**config.mk**
```make
export PLATFORM = sky130hd
export DESIGN_NAME = asram_ctl
export DESIGN_NICKNAME = d
export VERILOG_FILES = /design/src/rtl/asram_ctl_pkg.sv /design/src/rtl/asram_ctl_timer.sv /design/src/rtl/asram_ctl_fsm.sv /design/src/rtl/asram_ctl.sv
export SDC_FILE = /design/constraint.sdc
export NUM_CORES = 1
export LEC_CHECK = 0
export BUFFER_PORTS_ARGS = -buffer_cell sky130_fd_sc_hd__buf_2
export CAP_MARGIN = 15
export CORE_ASPECT_RATIO = 1.75
export CORE_UTILIZATION = 32
export CTS_CLUSTER_SIZE = 12
export DETAILED_ROUTE_END_ITERATION = 10
export PLACE_DENSITY = 0.61
export SLEW_MARGIN = 20
export SYNTH_ARGS = -nofsm -noshare
export SYNTH_HDL_FRONTEND = slang
export SYNTH_SLANG_ARGS = --single-unit
```
**constraint.sdc**
```tcl
create_clock -name clk -period 1.9 [get_ports clk]
set_clock_uncertainty 0.15 [all_clocks]
set_input_delay 0 -clock clk [delete_from_list [all_inputs] [get_ports clk]]
set_output_delay 0 -clock clk [all_outputs]
set_load 0.01 [all_outputs]
```
**src/rtl/asram_ctl_pkg.sv**
```systemverilog
package asram_ctl_pkg;

    typedef enum logic [2:0] {
        ST_IDLE,
        ST_READ,
        ST_GAP,
        ST_WRITE,
        ST_HOLD
    } st_e;

    // Round a nanosecond minimum up to whole clock cycles, never below one.
    function automatic int ns2cyc(input int ns, input int clk_ns);
        int c;
        c = (ns + clk_ns - 1) / clk_ns;
        if (c < 1) c = 1;
        return c;
    endfunction

    function automatic int imax(input int a, input int b);
        return (a > b) ? a : b;
    endfunction

endpackage

```
**src/rtl/asram_ctl_timer.sv**
```systemverilog
module asram_ctl_timer #(
    parameter int CW = 3
) (
    input  logic          clk,
    input  logic          rst_n,
    input  logic          load,
    input  logic [CW-1:0] load_val,
    output logic          expired
);

    logic [CW-1:0] cnt_d, cnt_q;

    always_comb begin
        cnt_d = cnt_q;
        if (load)
            cnt_d = load_val;
        else if (cnt_q != '0)
            cnt_d = cnt_q - 1'b1;
    end

    always_ff @(posedge clk or negedge rst_n) begin
        if (!rst_n) cnt_q <= '0;
        else        cnt_q <= cnt_d;
    end

    assign expired = (cnt_q == '0);

    // a freshly loaded non-zero count cannot read as expired.
    a_r3_load_not_expired: assert property (@(posedge clk) disable iff (!rst_n)
        (load && load_val != '0) |=> !expired);

endmodule

```
**src/rtl/asram_ctl_fsm.sv**
```systemverilog
module asram_ctl_fsm
    import asram_ctl_pkg::*;
#(
    parameter int AW      = 17,
    parameter int DW      = 8,
    parameter int CW      = 3,
    parameter int RD_CYC  = 7,
    parameter int WE_CYC  = 6,
    parameter int HZ_CYC  = 3,
    parameter int REC_CYC = 0
) (
    input  logic          clk,
    input  logic          rst_n,
    input  logic          req_valid,
    output logic          req_ready,
    input  logic          req_write,
    input  logic [AW-1:0] req_addr,
    input  logic [DW-1:0] req_wdata,
    output logic          rsp_valid,
    output logic [DW-1:0] rsp_rdata,
    input  logic          tmr_expired,
    output logic          tmr_load,
    output logic [CW-1:0] tmr_val,
    output logic [AW-1:0] ram_addr,
    output logic          ram_sel_n,
    output logic          ram_sel,
    output logic          ram_oe_n,
    output logic          ram_we_n,
    output logic [DW-1:0] ram_dq_out,
    output logic          ram_dq_oe,
    input  logic [DW-1:0] ram_dq_in
);

    localparam logic [CW-1:0] RD_LD  = CW'(RD_CYC - 1);
    localparam logic [CW-1:0] WE_LD  = CW'(WE_CYC - 1);
    localparam logic [CW-1:0] HZ_LD  = CW'(HZ_CYC - 1);
    localparam logic [CW-1:0] REC_LD = CW'((REC_CYC > 0) ? REC_CYC - 1 : 0);

    typedef struct packed {
        st_e           st;
        logic [AW-1:0] addr;
        logic [DW-1:0] wdata;
        logic          sel_n;
        logic          sel;
        logic          oe_n;
        logic          we_n;
        logic          dq_oe;
        logic          rsp_valid;
        logic [DW-1:0] rdata;
    } regs_t;

    regs_t r_d, r_q;

    always_comb begin
        r_d           = r_q;
        r_d.rsp_valid = 1'b0;
        tmr_load      = 1'b0;
        tmr_val       = '0;
        case (r_q.st)
            ST_IDLE: begin
                if (req_valid) begin
                    r_d.addr  = req_addr;
                    r_d.wdata = req_wdata;
                    r_d.sel_n = 1'b0;
                    r_d.sel   = 1'b1;
                    tmr_load  = 1'b1;
                    if (req_write) begin
                        r_d.st    = ST_WRITE;
                        r_d.we_n  = 1'b0;
                        r_d.dq_oe = 1'b1;
                        tmr_val   = WE_LD;
                    end else begin
                        r_d.st   = ST_READ;
                        r_d.oe_n = 1'b0;
                        tmr_val  = RD_LD;
                    end
                end
            end
            ST_READ: begin
                if (tmr_expired) begin
                    r_d.rdata     = ram_dq_in;
                    r_d.rsp_valid = 1'b1;
                    r_d.sel_n     = 1'b1;
                    r_d.sel       = 1'b0;
                    r_d.oe_n      = 1'b1;
                    r_d.st        = ST_GAP;
                    tmr_load      = 1'b1;
                    tmr_val       = HZ_LD;
                end
            end
            ST_GAP: begin
                if (tmr_expired) r_d.st = ST_IDLE;
            end
            ST_WRITE: begin
                if (tmr_expired) begin
                    r_d.we_n = 1'b1;
                    r_d.st   = ST_HOLD;
                end
            end
            ST_HOLD: begin
                r_d.dq_oe = 1'b0;
                r_d.sel_n = 1'b1;
                r_d.sel   = 1'b0;
                if (REC_CYC > 0) begin
                    r_d.st   = ST_GAP;
                    tmr_load = 1'b1;
                    tmr_val  = REC_LD;
                end else begin
                    r_d.st = ST_IDLE;
                end
            end
            default: r_d.st = ST_IDLE;
        endcase
    end

    always_ff @(posedge clk or negedge rst_n) begin
        if (!rst_n) begin
            r_q       <= '0;
            r_q.st    <= ST_IDLE;
            r_q.sel_n <= 1'b1;
            r_q.oe_n  <= 1'b1;
            r_q.we_n  <= 1'b1;
        end else begin
            r_q <= r_d;
        end
    end

    assign req_ready  = (r_q.st == ST_IDLE);
    assign rsp_valid  = r_q.rsp_valid;
    assign rsp_rdata  = r_q.rdata;
    assign ram_addr   = r_q.addr;
    assign ram_sel_n  = r_q.sel_n;
    assign ram_sel    = r_q.sel;
    assign ram_oe_n   = r_q.oe_n;
    assign ram_we_n   = r_q.we_n;
    assign ram_dq_out = r_q.wdata;
    assign ram_dq_oe  = r_q.dq_oe;

    logic chip_on;
    assign chip_on = !ram_sel_n && ram_sel;

    // idle means standby pins.
    a_r1_idle_standby: assert property (@(posedge clk) disable iff (!rst_n)
        req_ready |-> (ram_sel_n && !ram_sel && ram_oe_n && ram_we_n && !ram_dq_oe));

    // read data strobe lasts one cycle.
    a_r4_rsp_pulse: assert property (@(posedge clk) disable iff (!rst_n)
        rsp_valid |=> !rsp_valid);

    // the end of a read output enable is never followed straight by readiness.
    a_r5_float_gap: assert property (@(posedge clk) disable iff (!rst_n)
        $rose(ram_oe_n) |-> !req_ready);

    // write enable falls together with the data driver turning on.
    a_r6_we_drives: assert property (@(posedge clk) disable iff (!rst_n)
        $fell(ram_we_n) |-> ram_dq_oe);

    // address holds while the chip stays selected.
    a_r8_addr_stable: assert property (@(posedge clk) disable iff (!rst_n)
        (chip_on && $past(chip_on)) |-> $stable(ram_addr));

    // no bus fight and no unselected write strobe.
    a_r9_no_contention: assert property (@(posedge clk) disable iff (!rst_n)
        ram_dq_oe |-> ram_oe_n);
    a_r9_we_selected: assert property (@(posedge clk) disable iff (!rst_n)
        !ram_we_n |-> (chip_on && ram_oe_n));

endmodule

```
**src/rtl/asram_ctl.sv**
```systemverilog
module asram_ctl
    import asram_ctl_pkg::*;
#(
    parameter int ADDR_W  = 17,
    parameter int DATA_W  = 8,
    parameter int CLK_NS  = 8,
    parameter int T_RC_NS = 55,
    parameter int T_AA_NS = 55,
    parameter int T_OE_NS = 25,
    parameter int T_WP_NS = 40,
    parameter int T_AW_NS = 45,
    parameter int T_DW_NS = 20,
    parameter int T_WC_NS = 55,
    parameter int T_HZ_NS = 20
) (
    input  logic              clk,
    input  logic              rst_n,
    input  logic              req_valid,
    output logic              req_ready,
    input  logic              req_write,
    input  logic [ADDR_W-1:0] req_addr,
    input  logic [DATA_W-1:0] req_wdata,
    output logic              rsp_valid,
    output logic [DATA_W-1:0] rsp_rdata,
    output logic [ADDR_W-1:0] ram_addr,
    output logic              ram_sel_n,
    output logic              ram_sel,
    output logic              ram_oe_n,
    output logic              ram_we_n,
    output logic [DATA_W-1:0] ram_dq_out,
    output logic              ram_dq_oe,
    input  logic [DATA_W-1:0] ram_dq_in
);

    localparam int RD_CYC  = imax(imax(ns2cyc(T_RC_NS, CLK_NS), ns2cyc(T_AA_NS, CLK_NS)),
                                  ns2cyc(T_OE_NS, CLK_NS));
    localparam int WE_CYC  = imax(imax(ns2cyc(T_WP_NS, CLK_NS), ns2cyc(T_AW_NS, CLK_NS)),
                                  ns2cyc(T_DW_NS, CLK_NS));
    localparam int WC_CYC  = ns2cyc(T_WC_NS, CLK_NS);
    localparam int HZ_CYC  = ns2cyc(T_HZ_NS, CLK_NS);
    localparam int REC_CYC = (WC_CYC > WE_CYC + 1) ? (WC_CYC - WE_CYC - 1) : 0;
    localparam int CNT_MAX = imax(imax(RD_CYC, WE_CYC), imax(HZ_CYC, imax(REC_CYC, 1)));
    localparam int CW      = imax($clog2(CNT_MAX + 1), 1);

    logic          tmr_load;
    logic [CW-1:0] tmr_val;
    logic          tmr_expired;

    asram_ctl_timer #(.CW(CW)) timer_i (
        .clk      (clk),
        .rst_n    (rst_n),
        .load     (tmr_load),
        .load_val (tmr_val),
        .expired  (tmr_expired)
    );

    asram_ctl_fsm #(
        .AW      (ADDR_W),
        .DW      (DATA_W),
        .CW      (CW),
        .RD_CYC  (RD_CYC),
        .WE_CYC  (WE_CYC),
        .HZ_CYC  (HZ_CYC),
        .REC_CYC (REC_CYC)
    ) fsm_i (
        .clk         (clk),
        .rst_n       (rst_n),
        .req_valid   (req_valid),
        .req_ready   (req_ready),
        .req_write   (req_write),
        .req_addr    (req_addr),
        .req_wdata   (req_wdata),
        .rsp_valid   (rsp_valid),
        .rsp_rdata   (rsp_rdata),
        .tmr_expired (tmr_expired),
        .tmr_load    (tmr_load),
        .tmr_val     (tmr_val),
        .ram_addr    (ram_addr),
        .ram_sel_n   (ram_sel_n),
        .ram_sel     (ram_sel),
        .ram_oe_n    (ram_oe_n),
        .ram_we_n    (ram_we_n),
        .ram_dq_out  (ram_dq_out),
        .ram_dq_oe   (ram_dq_oe),
        .ram_dq_in   (ram_dq_in)
    );

endmodule

```
==> reports/results.md <==
| Group | Parameter | Value |
|:---|:---|:---|
| sta | Fmax | 577.1 MHz |
| drt | Count of TritonRoute iterations in the first routing pass | 3 |
| power | Switch share | 29.76% |
| yosys | Sequential cell area fraction in the yosys report | 52.75% |
| cells and area | Proportion of layout cells with a drive suffix above 1 | 53.69% |
| power | Sequential Power Share | 37.4% |
| yosys | Cell variety after synth | 32 |
| sta | RSZ-0062 raised after global routing | false |
| drt | Avg Vias per Cell | 4.325 |
| sta | Post-layout min period | 1.733 ns |
| floorplan | Boundary pin count | 77 |
| run status | Run status | complete, no violations |
| cells and area | Growth of design area from synthesis to finish | 36.22% |
| cells and area | # diodes | 0 |
| sta | Worst-case headroom to the max-slew limit | 64.30% |
| yosys | Count of flip-flops with a built-in enable after synthesis | 0 |
| global routing | Via count of the first global-routing pass | 1427 |
| floorplan | Die Ht | 110.2 um |
| yosys | Async set-or-reset flop fraction in the synthesized netlist | 100.0% |
| place | Detailed placement HPWL | 2639 um |
| clock network | Clock Latency Late Sink | 0.28 ns |
| global routing | Overall overflow remaining after global route | 0 |
| floorplan | Core area | 0.006490 mm^2 |
| yosys | Post-synthesis area per instance | 13.64 um^2 |
| sta | Count of final max-slew check failures | 0 |
| power | Pwr Density | 1544 mW/mm^2 |
| global routing | Total global routing track utilization | 11.84% |
| clock network | Clock-pin slew on the worst setup and hold paths | 0.06 ns |
| global routing | Number of antenna violations at the first check in global routing | 0 |
| global routing | First-pass GRT wire length | 6203 um |
| setup path | Crit end category | flip-flop |
| floorplan | Initial cell density of the core | 33.01% |
| floorplan | Overall die width | 63.85 um |
| yosys | Share of Yosys cell area claimed by the top area cell type | 49.07% |
| yosys | Ranking of synthesized cells by area | dfrtp_1 49%, mux2_2 13%, buf_4 12% |
| yosys | Count leader, synth | dfrtp_1 |
| sta | Total count of hold-check failures in the final report | 0 |
| clock network | Total CTS buffers | 5 |
| place | Count of buffers inserted at the top-level ports | 76 |
| yosys | Synthesis Warnings | 0 |
| cells and area | Fillcell total | 586 |
| setup path | Sort of element at the start of the critical path | flip-flop |
| yosys | Net count after synthesis | 196 |
| power | Clock network fraction of design power | 24.3% |
| yosys | Post-synthesis cell count | 157 |
| cells and area | Nets@finish | 282 |
| power | Net switching power | 1.341 mW |
| place | Worst slack, placed | 0.1644 ns |
| sta | Sum Neg Setup Slack | 0 ns |
| clock network | Maximum count of clock buffers along a single path | 2 |
| sta | Worst-margin pin slew | 0.5356 ns |
| hold path | Worst min path class | input port to async pin |
| cells and area | Footprint of the multi-input gates | 678.2 um^2 |
| global routing | Largest net degree at the start of global routing | 26 |
| yosys | Number of register bits inferred by synthesis | 45 |
| drt | DRC | 0 |
| power | Worst IR Drop VDD | 0.7054 mV |
| yosys | Synth top cells by count | 42 x dfrtp_1, 34 x buf_4, 24 x mux2_2 |
| sta | Min setup slack post-route | 0.1671 ns |
| drt | Count of routing violations after the opening detailed-route iteration | 17 |
| clock network | CTS tree | built |
| setup path | Required time at the worst-slack endpoint | 1.92 ns |
| clock network | Post-CTS Setup Repair Bufs | 0 |
| yosys | Main flop type after synthesis | dfrtp_1 |
| power | P_int | 3.165 mW |
| clock network | Clock root cell | clkbuf_16 |
| clock network | Hold-fix buffer count after cts | 36 |
| yosys | Top cell type by total area after synthesis | dfrtp_1 |
| job | # Max-Cap Violations | 0 |
| drt | Final wirelength | 3864 um |
| sta | Number of setup violations in the final report | 0 |
| floorplan | Area of the die | 0.007038 mm^2 |
| setup path | Critical Setup Path Class | flip-flop to flip-flop |
| drt | Via count | 1410 |
| power | Combinational share of power | 38.4% |
| yosys | Netlist area before placement | 0.002142 mm^2 |
| floorplan | FP Rows | 39 |
| sta | Ratio of final minimum period to clock period | 91.21% |
| clock network | Sink Count | 45 |
| drt | WL/cell | 11.85 um |
| clock network | Htree depth | 2 |
| place | Weighted congestion at the end of routability-driven global placement | 0.7371 |
| setup path | Worst-path maximum fanout | 12 |
| power | Lkg Pwr | 1.406 nW |
| drt | Residual antenna-violating net count after detailed routing | 0 |
| cells and area | Register area | 0.001130 mm^2 |
| setup path | CP arrival | 1.75 ns |
| clock network | Post-cts resize count | 0 |
## power by group through the flow
stage                     Combinational [mW]  Clock, mW  Sequential, mW
after global routing                    1.90       1.18            1.75
after detailed placement                1.69          0            1.70
after global placement                  1.66          0            1.68
after floorplan                         1.64          0            1.64
final                                   1.73       1.09            1.68
after CTS                               1.75       1.14            1.69
## worst max-delay path, cell delays in order, from the launching register on
cell       delay (ns)
dfrtp_1          0.36
inv_1            0.10
ha_1             0.21
nand4bb_1        0.15
nor2_2           0.11
buf_4            0.19
mux2_2           0.35
## layout by cell type, fill, tap and decap left out, types with 2 or more instances in the layout
cell type / Yosys / final
mux2_4: 9 / 9
o31ai_1: 2 / 2
clkbuf_16: 0 / 5
nand2_1: 4 / 4
ha_1: 2 / 2
inv_1: 3 / 3
buf_2: 0 / 76
a211oi_1: 2 / 2
nor3_1: 2 / 2
bufinv_16: 0 / 2
buf_4: 34 / 6
dlygate4sd3_1: 0 / 36
nor2_1: 2 / 2
a21o_1: 2 / 2
mux2_2: 24 / 24
a21oi_1: 3 / 3
dfstp_2: 3 / 3
dfrtp_1: 42 / 42
## path summary, 6_finish.rpt
kind	start	endpoint	slack, ns	depth (start not counted)
min in group clk	fsm_i.ram_we_n	fsm_i.ram_we_n	0.33	2
max in group asynchronous	rst_n	fsm_i.ram_dq_out[5]	0.85	3
min reg2reg	fsm_i.ram_we_n	fsm_i.ram_we_n	0.33	2
max	timer_i.cnt_q[0]	fsm_i.rsp_rdata[7]	0.17	6
min	rst_n	fsm_i.ram_sel	0.08	2
max reg2reg	timer_i.cnt_q[0]	fsm_i.rsp_rdata[7]	0.17	6
## stage by stage
stage	std cells	cell area [um^2]	power (mW)	util [%]	hold WS, ns
2_1_floorplan	157	2142	3.284	-	-0.4456
3_3_place_gp	282	2367	3.342	36.48	-0.1338
3_5_place_dp	282	2367	3.390	36.48	-0.1308
4_1_cts	326	2918	4.584	44.96	0.09891
5_1_grt	326	2918	4.823	44.96	0.1324
6_report	326	2918	4.506	44.96	0.08154
## flip-flops by register name, indices dropped and copies added, names as in the netlist
register,count
fsm_i.ram_sel,1
fsm_i.ram_oe_n,1
fsm_i.ram_addr,17
fsm_i.r_q,3
fsm_i.ram_dq_out,8
fsm_i.ram_sel_n,1
fsm_i.ram_we_n,1
fsm_i.rsp_valid,1
fsm_i.rsp_rdata,8
timer_i.cnt_q,3
fsm_i.ram_dq_oe,1
## metal layers
metal  wire [um]  GRT usage, %  vias to the layer above
met5           0             0                        -
met4          89         6.818                        0
met3         187         3.189                        5
met2        2191         22.64                       48
met1        1396         11.05                      684
li1            -             -                      673
## area by class of cell
type | count | area share [%]
timing repair buffer | 119 | 27.62
clock inverter | 3 | 2.230
inverter | 3 | 0.3859
multi-input combinational | 69 | 23.24
tap | 82 | 3.516
clock buffer | 5 | 4.288
sequential | 45 | 38.72
## cells by family (layout without fill, tap and decap cells)
group / Yosys count / in the layout / share of synthesized area, %
and+or+nand+nor: 18 / 18 / 6.251
buffers and inverters: 43 / 130 / 15.60
AOI/OAI and AO/OA: 14 / 14 / 4.439
xor gates and xnor gates: 1 / 1 / 0.4090
muxes: 34 / 34 / 19.39
adders and majority gates: 2 / 2 / 1.168
DFF: 45 / 45 / 52.75
(Power assumes the default switching activity.)
